===== config.mk =====
export PLATFORM = sky130hd
export DESIGN_NAME = fan_tach_capture
export DESIGN_NICKNAME = d
export VERILOG_FILES = /design/src/rtl/fan_tach_pkg.sv /design/src/rtl/tach_edge_detect.sv /design/src/rtl/tach_period_counter.sv /design/src/rtl/tach_regs.sv /design/src/rtl/fan_tach_capture.sv
export SDC_FILE = /design/constraint.sdc
export NUM_CORES = 1
export LEC_CHECK = 0
export BUFFER_PORTS_ARGS = -buffer_cell sky130_fd_sc_hd__buf_2
export CORE_ASPECT_RATIO = 0.6
export CORE_MARGIN = 1
export CORE_UTILIZATION = 45
export CTS_BUF_LIST = sky130_fd_sc_hd__clkbuf_4 sky130_fd_sc_hd__clkbuf_8
export CTS_CLUSTER_DIAMETER = 50
export DETAILED_ROUTE_END_ITERATION = 7
export GPL_ROUTABILITY_DRIVEN = 0
export GPL_TIMING_DRIVEN = 0
export PLACE_DENSITY = 0.77
export SETUP_SLACK_MARGIN = 0.3
export SKIP_CTS_REPAIR_TIMING = 1
export SLEW_MARGIN = 20
export SYNTH_ARGS = -nofsm -noshare
export SYNTH_HDL_FRONTEND = slang
export SYNTH_SLANG_ARGS = --single-unit
export TNS_END_PERCENT = 100

===== constraint.sdc =====
create_clock -name clk -period 4.1 [get_ports clk]
set_clock_uncertainty 0.15 [all_clocks]
set_input_delay 0.205 -clock clk [delete_from_list [all_inputs] [get_ports clk]]
set_output_delay 0.205 -clock clk [all_outputs]
set_load 0.01 [all_outputs]

===== src/rtl/fan_tach_pkg.sv =====
// Package: fan_tach_pkg
// Shared register offsets, control bit positions and the sequencer state
// type for the tachometer period capture block.
package fan_tach_pkg;

    localparam int BUS_W       = 32;
    localparam int OFS_CTRL    = 'h0;
    localparam int OFS_RESULT  = 'h4;

    // Control register bit positions (software depends on these)
    localparam int CTRL_ARMED  = 0;   // write: start, read: armed
    localparam int CTRL_DONE   = 1;   // read: result pending
    localparam int CTRL_ACK    = 2;   // write: acknowledge / abort

    typedef enum logic [1:0] {
        ST_IDLE = 2'd0,   // nothing requested
        ST_HUNT = 2'd1,   // armed, waiting for the first edge
        ST_TIME = 2'd2,   // counting towards the second edge
        ST_DONE = 2'd3    // result latched, interrupt pending
    } meas_state_t;

endpackage


===== src/rtl/tach_edge_detect.sv =====
// Module: tach_edge_detect
// Brings the asynchronous tachometer input into the clock domain through a
// chain of SYNC_STAGES flops and flags each rising edge of the synchronised
// signal with a one-cycle pulse.
// Assumes: tachometer pulses last longer than two clock cycles.
module tach_edge_detect #(
    parameter int SYNC_STAGES = 2
) (
    input  logic clk,
    input  logic rst_n,
    input  logic tach_async,
    output logic rise_o
);

    logic [SYNC_STAGES-1:0] sync_q;
    logic                   last_q;

    // Synchroniser chain; stage 0 samples the raw pin
    generate
        for (genvar g = 0; g < SYNC_STAGES; g++) begin : g_sync
            if (g == 0) begin : g_first
                always_ff @(posedge clk) begin
                    if (!rst_n) sync_q[g] <= 1'b0;
                    else        sync_q[g] <= tach_async;
                end
            end else begin : g_next
                always_ff @(posedge clk) begin
                    if (!rst_n) sync_q[g] <= 1'b0;
                    else        sync_q[g] <= sync_q[g-1];
                end
            end
        end
    endgenerate

    // Previous synchronised level, for edge detection
    always_ff @(posedge clk) begin
        if (!rst_n) last_q <= 1'b0;
        else        last_q <= sync_q[SYNC_STAGES-1];
    end

    assign rise_o = sync_q[SYNC_STAGES-1] & ~last_q;

    AST_RISE_IS_PULSE: assert property (@(posedge clk) disable iff (!rst_n)
        rise_o |=> !rise_o);

endmodule


===== src/rtl/tach_period_counter.sv =====
// Module: tach_period_counter
// Single-shot sequencer: on start it hunts for a rising edge, counts clock
// cycles up to the next rising edge and latches the saturated count.
// Assumes: start and abort are one-cycle pulses; abort wins over start.
module tach_period_counter
    import fan_tach_pkg::*;
#(
    parameter int CNT_W = 32
) (
    input  logic             clk,
    input  logic             rst_n,
    input  logic             start_i,
    input  logic             abort_i,
    input  logic             rise_i,
    output logic             armed_o,
    output logic             done_o,
    output logic [CNT_W-1:0] count_o
);

    localparam logic [CNT_W-1:0] CNT_MAX = {CNT_W{1'b1}};

    meas_state_t      state_q;
    logic [CNT_W-1:0] cnt_q;
    logic [CNT_W-1:0] cnt_inc;
    logic [CNT_W-1:0] result_q;

    // Saturating increment of the running count
    always_comb begin
        cnt_inc = (cnt_q == CNT_MAX) ? CNT_MAX : cnt_q + 1'b1;
    end

    // Sequencer, running counter and result latch
    always_ff @(posedge clk) begin
        if (!rst_n) begin
            state_q  <= ST_IDLE;
            cnt_q    <= '0;
            result_q <= '0;
        end else if (abort_i) begin
            state_q  <= ST_IDLE;
        end else if (start_i) begin
            state_q  <= ST_HUNT;
            cnt_q    <= '0;
        end else begin
            case (state_q)
                ST_HUNT: begin
                    if (rise_i) begin
                        state_q <= ST_TIME;
                        cnt_q   <= '0;
                    end
                end
                ST_TIME: begin
                    if (rise_i) begin
                        result_q <= cnt_inc;
                        state_q  <= ST_DONE;
                    end else begin
                        cnt_q    <= cnt_inc;
                    end
                end
                default: begin
                    state_q <= state_q;
                end
            endcase
        end
    end

    assign armed_o = (state_q != ST_IDLE);
    assign done_o  = (state_q == ST_DONE);
    assign count_o = result_q;

    AST_START_ARMS: assert property (@(posedge clk) disable iff (!rst_n)
        (start_i && !abort_i) |=> (armed_o && !done_o));
    AST_ABORT_IDLES: assert property (@(posedge clk) disable iff (!rst_n)
        abort_i |=> (!armed_o && !done_o));
    AST_DONE_ON_EDGE: assert property (@(posedge clk) disable iff (!rst_n)
        $rose(done_o) |-> $past(rise_i));
    AST_NO_OVERFLOW: assert property (@(posedge clk) disable iff (!rst_n)
        (state_q == ST_TIME && cnt_q == CNT_MAX && !start_i && !abort_i)
        |=> (state_q != ST_TIME || cnt_q == CNT_MAX));
    AST_RESULT_ON_DONE: assert property (@(posedge clk) disable iff (!rst_n)
        !$stable(count_o) |-> $rose(done_o));

endmodule


===== src/rtl/tach_regs.sv =====
// Module: tach_regs
// Register decode: turns control writes into start/abort pulses and muxes
// the control and result registers onto the read bus.
// Assumes: reads are combinational; unused offsets read zero.
module tach_regs
    import fan_tach_pkg::*;
#(
    parameter int ADDR_W = 4,
    parameter int CNT_W  = 32
) (
    input  logic             clk,
    input  logic             rst_n,
    input  logic             wr_i,
    input  logic [ADDR_W-1:0] addr_i,
    input  logic [BUS_W-1:0] wdata_i,
    input  logic             armed_i,
    input  logic             done_i,
    input  logic [CNT_W-1:0] count_i,
    output logic             start_o,
    output logic             abort_o,
    output logic [BUS_W-1:0] rdata_o
);

    logic ctrl_sel;
    logic unused_wdata;

    assign ctrl_sel     = (addr_i == ADDR_W'(OFS_CTRL));
    assign unused_wdata = ^{wdata_i[BUS_W-1:CTRL_ACK+1], wdata_i[CTRL_DONE]};

    // Command decode: acknowledge takes priority over start
    always_comb begin
        abort_o = wr_i && ctrl_sel && wdata_i[CTRL_ACK];
        start_o = wr_i && ctrl_sel && wdata_i[CTRL_ARMED] && !wdata_i[CTRL_ACK];
    end

    // Read mux
    always_comb begin
        rdata_o = '0;
        if (ctrl_sel) begin
            rdata_o[CTRL_ARMED] = armed_i;
            rdata_o[CTRL_DONE]  = done_i;
        end else if (addr_i == ADDR_W'(OFS_RESULT)) begin
            rdata_o = BUS_W'(count_i);
        end
    end

    AST_DONE_WITH_ARMED: assert property (@(posedge clk) disable iff (!rst_n)
        done_i |-> armed_i);
    AST_ONE_COMMAND: assert property (@(posedge clk) disable iff (!rst_n)
        !(start_o && abort_o));

endmodule


===== src/rtl/fan_tach_capture.sv =====
// Module: fan_tach_capture
// Top of the tachometer period capture block: synchroniser and edge
// detector, single-shot period counter and register decode.
// Assumes: CNT_W does not exceed the 32-bit register width.
module fan_tach_capture
    import fan_tach_pkg::*;
#(
    parameter int ADDR_W      = 4,
    parameter int CNT_W       = 32,
    parameter int SYNC_STAGES = 2
) (
    input  logic              clk,
    input  logic              rst_n,
    input  logic              reg_wr,
    input  logic [ADDR_W-1:0] reg_addr,
    input  logic [31:0]       reg_wdata,
    output logic [31:0]       reg_rdata,
    input  logic              tach_i,
    output logic              irq_o
);

    logic             rise;
    logic             start;
    logic             abort;
    logic             armed;
    logic             done;
    logic [CNT_W-1:0] count;

    tach_edge_detect #(.SYNC_STAGES(SYNC_STAGES)) u_edge (
        .clk        (clk),
        .rst_n      (rst_n),
        .tach_async (tach_i),
        .rise_o     (rise)
    );

    tach_period_counter #(.CNT_W(CNT_W)) u_count (
        .clk     (clk),
        .rst_n   (rst_n),
        .start_i (start),
        .abort_i (abort),
        .rise_i  (rise),
        .armed_o (armed),
        .done_o  (done),
        .count_o (count)
    );

    tach_regs #(.ADDR_W(ADDR_W), .CNT_W(CNT_W)) u_regs (
        .clk     (clk),
        .rst_n   (rst_n),
        .wr_i    (reg_wr),
        .addr_i  (reg_addr),
        .wdata_i (reg_wdata),
        .armed_i (armed),
        .done_i  (done),
        .count_i (count),
        .start_o (start),
        .abort_o (abort),
        .rdata_o (reg_rdata)
    );

    assign irq_o = done;

    AST_IRQ_CLEARED_BY_ACK: assert property (@(posedge clk) disable iff (!rst_n)
        (reg_wr && reg_addr == ADDR_W'(OFS_CTRL) && reg_wdata[CTRL_ACK])
        |=> !irq_o);

endmodule


==> summary.txt <==
Pwr
  • PwrDens: approximately 340 mW/mm²
  • Sequential share of power: 46.2%
  • Psw: 446 µW
  • Clock Power Share: approximately two fifths
  • Comb pwr share: around 14%
  • Leak: ~1.7 nW
  • Sw frac: 29.6%
  • P_int: 1.06 mW
  • Total power: 1.51 mW
  • VDD IR-drop max: 0.227 mV

STA
  • Worst relative slew slack: 33.2%
  • Setup TNS: 0 ns
  • Max-slew violation count: 0
  • Final Hold Vio Count: 0
  • Final Setup Violations: 0
  • RSZ-0062 raised after global routing: false
  • Final WS setup: between 0.7 and 0.8 ns
  • Minimum clock period: 3.38 ns
  • Final period utilization: 82.3%
  • Slew @ Worst Pin: 0.995 ns
  • Fmax: between 200 and 300 MHz

Clocking
  • Sink Count: 69
  • Clk slew on worst S/H paths: 0.08 ns
  • CTS H-Tree Depth: 3
  • CTS max path bufs: 2
  • Clk_lat worst skew: between 0.3 and 0.4 ns
  • CTS Root Cell: clkbuf_8
  • CTS tree: yes
  • CTS Buf Count: 9

Critical path
  • Critical Path Max Stage Delay: 0.82 ns
  • Critical path arrival: 3.51 ns
  • CP max FO: 10
  • Critical Path Slowest Stage Cell: nor3_1
  • Endpoint class of the critical path: flip-flop
  • CP startpoint kind: flip-flop
  • Critical path class: reg2reg
  • Required time of the critical path: 4.23 ns
  • CP Cell Sequence: inv_1 > ha_1 > inv_1 > or3_1 > clkbuf_1 > nor3_1 > clkbuf_1 > o21ai_0 > o21ai_0

Die
  • Core footprint: 0.00807 mm²
  • IO Pins: 73
  • Die Ht: 73.6 µm
  • Die area: 0.00894 mm²
  • # rows: 25
  • Starting Density: 47.7%
  • Die W: 121 µm

Route
  • Initial DRC Count: 564
  • Mean routed wirelength per cell: approximately 20 µm
  • Avg Vias per Cell: 6.39
  • Antenna viol nets, final: 0
  • Max layer used: met4
  • Met1 WL: 5820 µm
  • DR pass1 iterations: 6
  • Via Count: 4185
  • Met3 routed WL: 1570 µm
  • Detail Route met2 WL: 5200 µm
  • WL final: 12900 µm
  • DRC viols: 0

Synth
  • Post-synthesis sequential area ratio: 35.9%
  • Synthesized cell area: 0.00385 mm²
  • Leading cell types by count after synthesis: dfxtp_1 (69), o21ai_0 (61), a21oi_1 (52)
  • Post-synthesis compound-gate area fraction: 22.7%
  • Share of Yosys cell area claimed by the top area cell type: 35.9%
  • Syn avg cell area: 7.87 µm²
  • Main combinational cell family by area after synthesis: simple AND/OR/NAND/NOR gates
  • Cells after Synth: between 400 and 500
  • Most common cell in the synthesized netlist: dfxtp_1
  • Mapped Nets: around 530
  • Mux share of post-synthesis cell area: 0.780%
  • Seq cells post-synth: 69
  • Adder-cell area share of the yosys netlist: 1.63%
  • Post-synth EDFFs: 0
  • Simple-gate area share of the yosys netlist: 27.9%
  • Synth cell types: 51
  • Area contributors post-synth: dfxtp_1 (36%), o21ai_0 (7.9%), a21oi_1 (6.8%)
  • Xor/xnor share of the synthesized area: about 5.9%
  • Synth warn: 0
  • Main synth FF type: dfxtp_1
  • Post-synth ARST share: 0%
  • Cell taking the most area after synthesis: dfxtp_1

Finish
  • Multi-input gate area: 0.00227 mm²
  • Layout cells sized above 1: 14.8%
  • Cell Count, Final, Fillers Out: 655
  • Syn-to-layout area delta: 14.6%
  • N_diodes: 0
  • Fillers: 762
  • FF/Latch Area: 0.00138 mm²
  • Utilization after layout: between 50% and 60%
  • Layout net count: between 500 and 600

Worst hold path
  • Hold Path Class: in2reg

GRT
  • First-pass GRT wire length: a little over 20000 µm
  • Initial antenna violation count: 0
  • Largest net degree at the start of global routing: 13
  • Vias in the first global route: 3756
  • Congestion Overflow GR: 0
  • Gr usage total: 30.1%

Placed design
  • Post-Place Setup Slack: 0.897 ns
  • I/O Buffers: 41
  • Dpl cells: 638
  • DPL Wire Length: 9570 µm

Run
  • Max_cap viols: 0

Status
  • Outcome: completed
metrics by stage:
step | cell area (µm²) | hold WS, ns
after floorplan | 3850 | 0.182
after global placement | 4190 | 0.265
after detailed placement | 4190 | 0.265
after CTS | 4400 | -0.0991
after global routing | 4410 | 0.0402
final | 4410 | 0.0522
registers in the layout, summed over array words and instances, names as in the netlist:
signal,count
u_edge.last_q,1
u_count.state_q,2
u_count.count_o,32
u_count.cnt_q,32
u_edge.sync_q,2
power groups by stage:
stage | clock network [mW] | registers [mW] | logic (mW)
finish | 0.596 | 0.697 | 0.216
CTS | 0.594 | 0.697 | 0.209
floorplan | 0 | 0.708 | 0.140
global route | 0.622 | 0.699 | 0.236
global placement | 0 | 0.711 | 0.200
detailed placement | 0 | 0.712 | 0.207
cell type report:
class	count	share of cell area (%)
clock inverters	5	1.33
inverters	9	0.766
well taps	108	3.07
plain buffers	40	3.72
flip-flops and latches	69	31.3
clock buffers	11	3.43
multi-input cells	371	51.5
repair buffers	42	4.88
cells in the final DEF (no fill, tap or decap), drive strengths merged, types with 4 or more instances in the layout:
cell type,Yosys,final
inv,9,9
nor2,20,20
and3,37,37
a31oi,9,9
nor4,12,12
dfxtp,69,69
nand3,18,18
a21oi,52,52
clkbuf,30,41
nor3,18,18
or4,4,4
o21ai,62,62
buf,10,51
or3,8,8
nand2,36,36
ha,5,5
xnor2,12,12
xor2,14,14
and2,5,5
a2bb2oi,4,4
nand4,12,12
o2bb2ai,7,7
worst max-delay path: cells and delay by family, from the launching register on:
family,cells,cell delay (ns)
fa+ha+maj,1,0.32
flops,1,0.39
buf+inv,4,0.91
simple gates,2,1.21
compound gates,2,0.32
final timing paths:
kind,startpoint,end,slack [ns],cells past startpoint
worst max register to register,u_count.state_q[0],u_count.cnt_q[31],0.72,9
worst min-delay path,reg_wdata[2],u_count.state_q[0],0.05,3
worst max-delay path,u_count.state_q[0],u_count.cnt_q[31],0.72,9
worst min register to register,u_edge.sync_q[0],u_edge.sync_q[1],0.29,1
cells by family after synthesis:
logic type,Yosys count
buf+inv,49
flops,69
mux,3
compound gates,153
simple gates,184
xor+xnor,26
fa+ha+maj,5
routing by layer:
layer	GRT usage [%]	vias up
met2	41.7	262
met3	9.70	36
met1	42.9	1986
met5	3.41	-
met4	10.6	0
li1	-	1901
No activity file was read; power rests on OpenSTA's default activity.
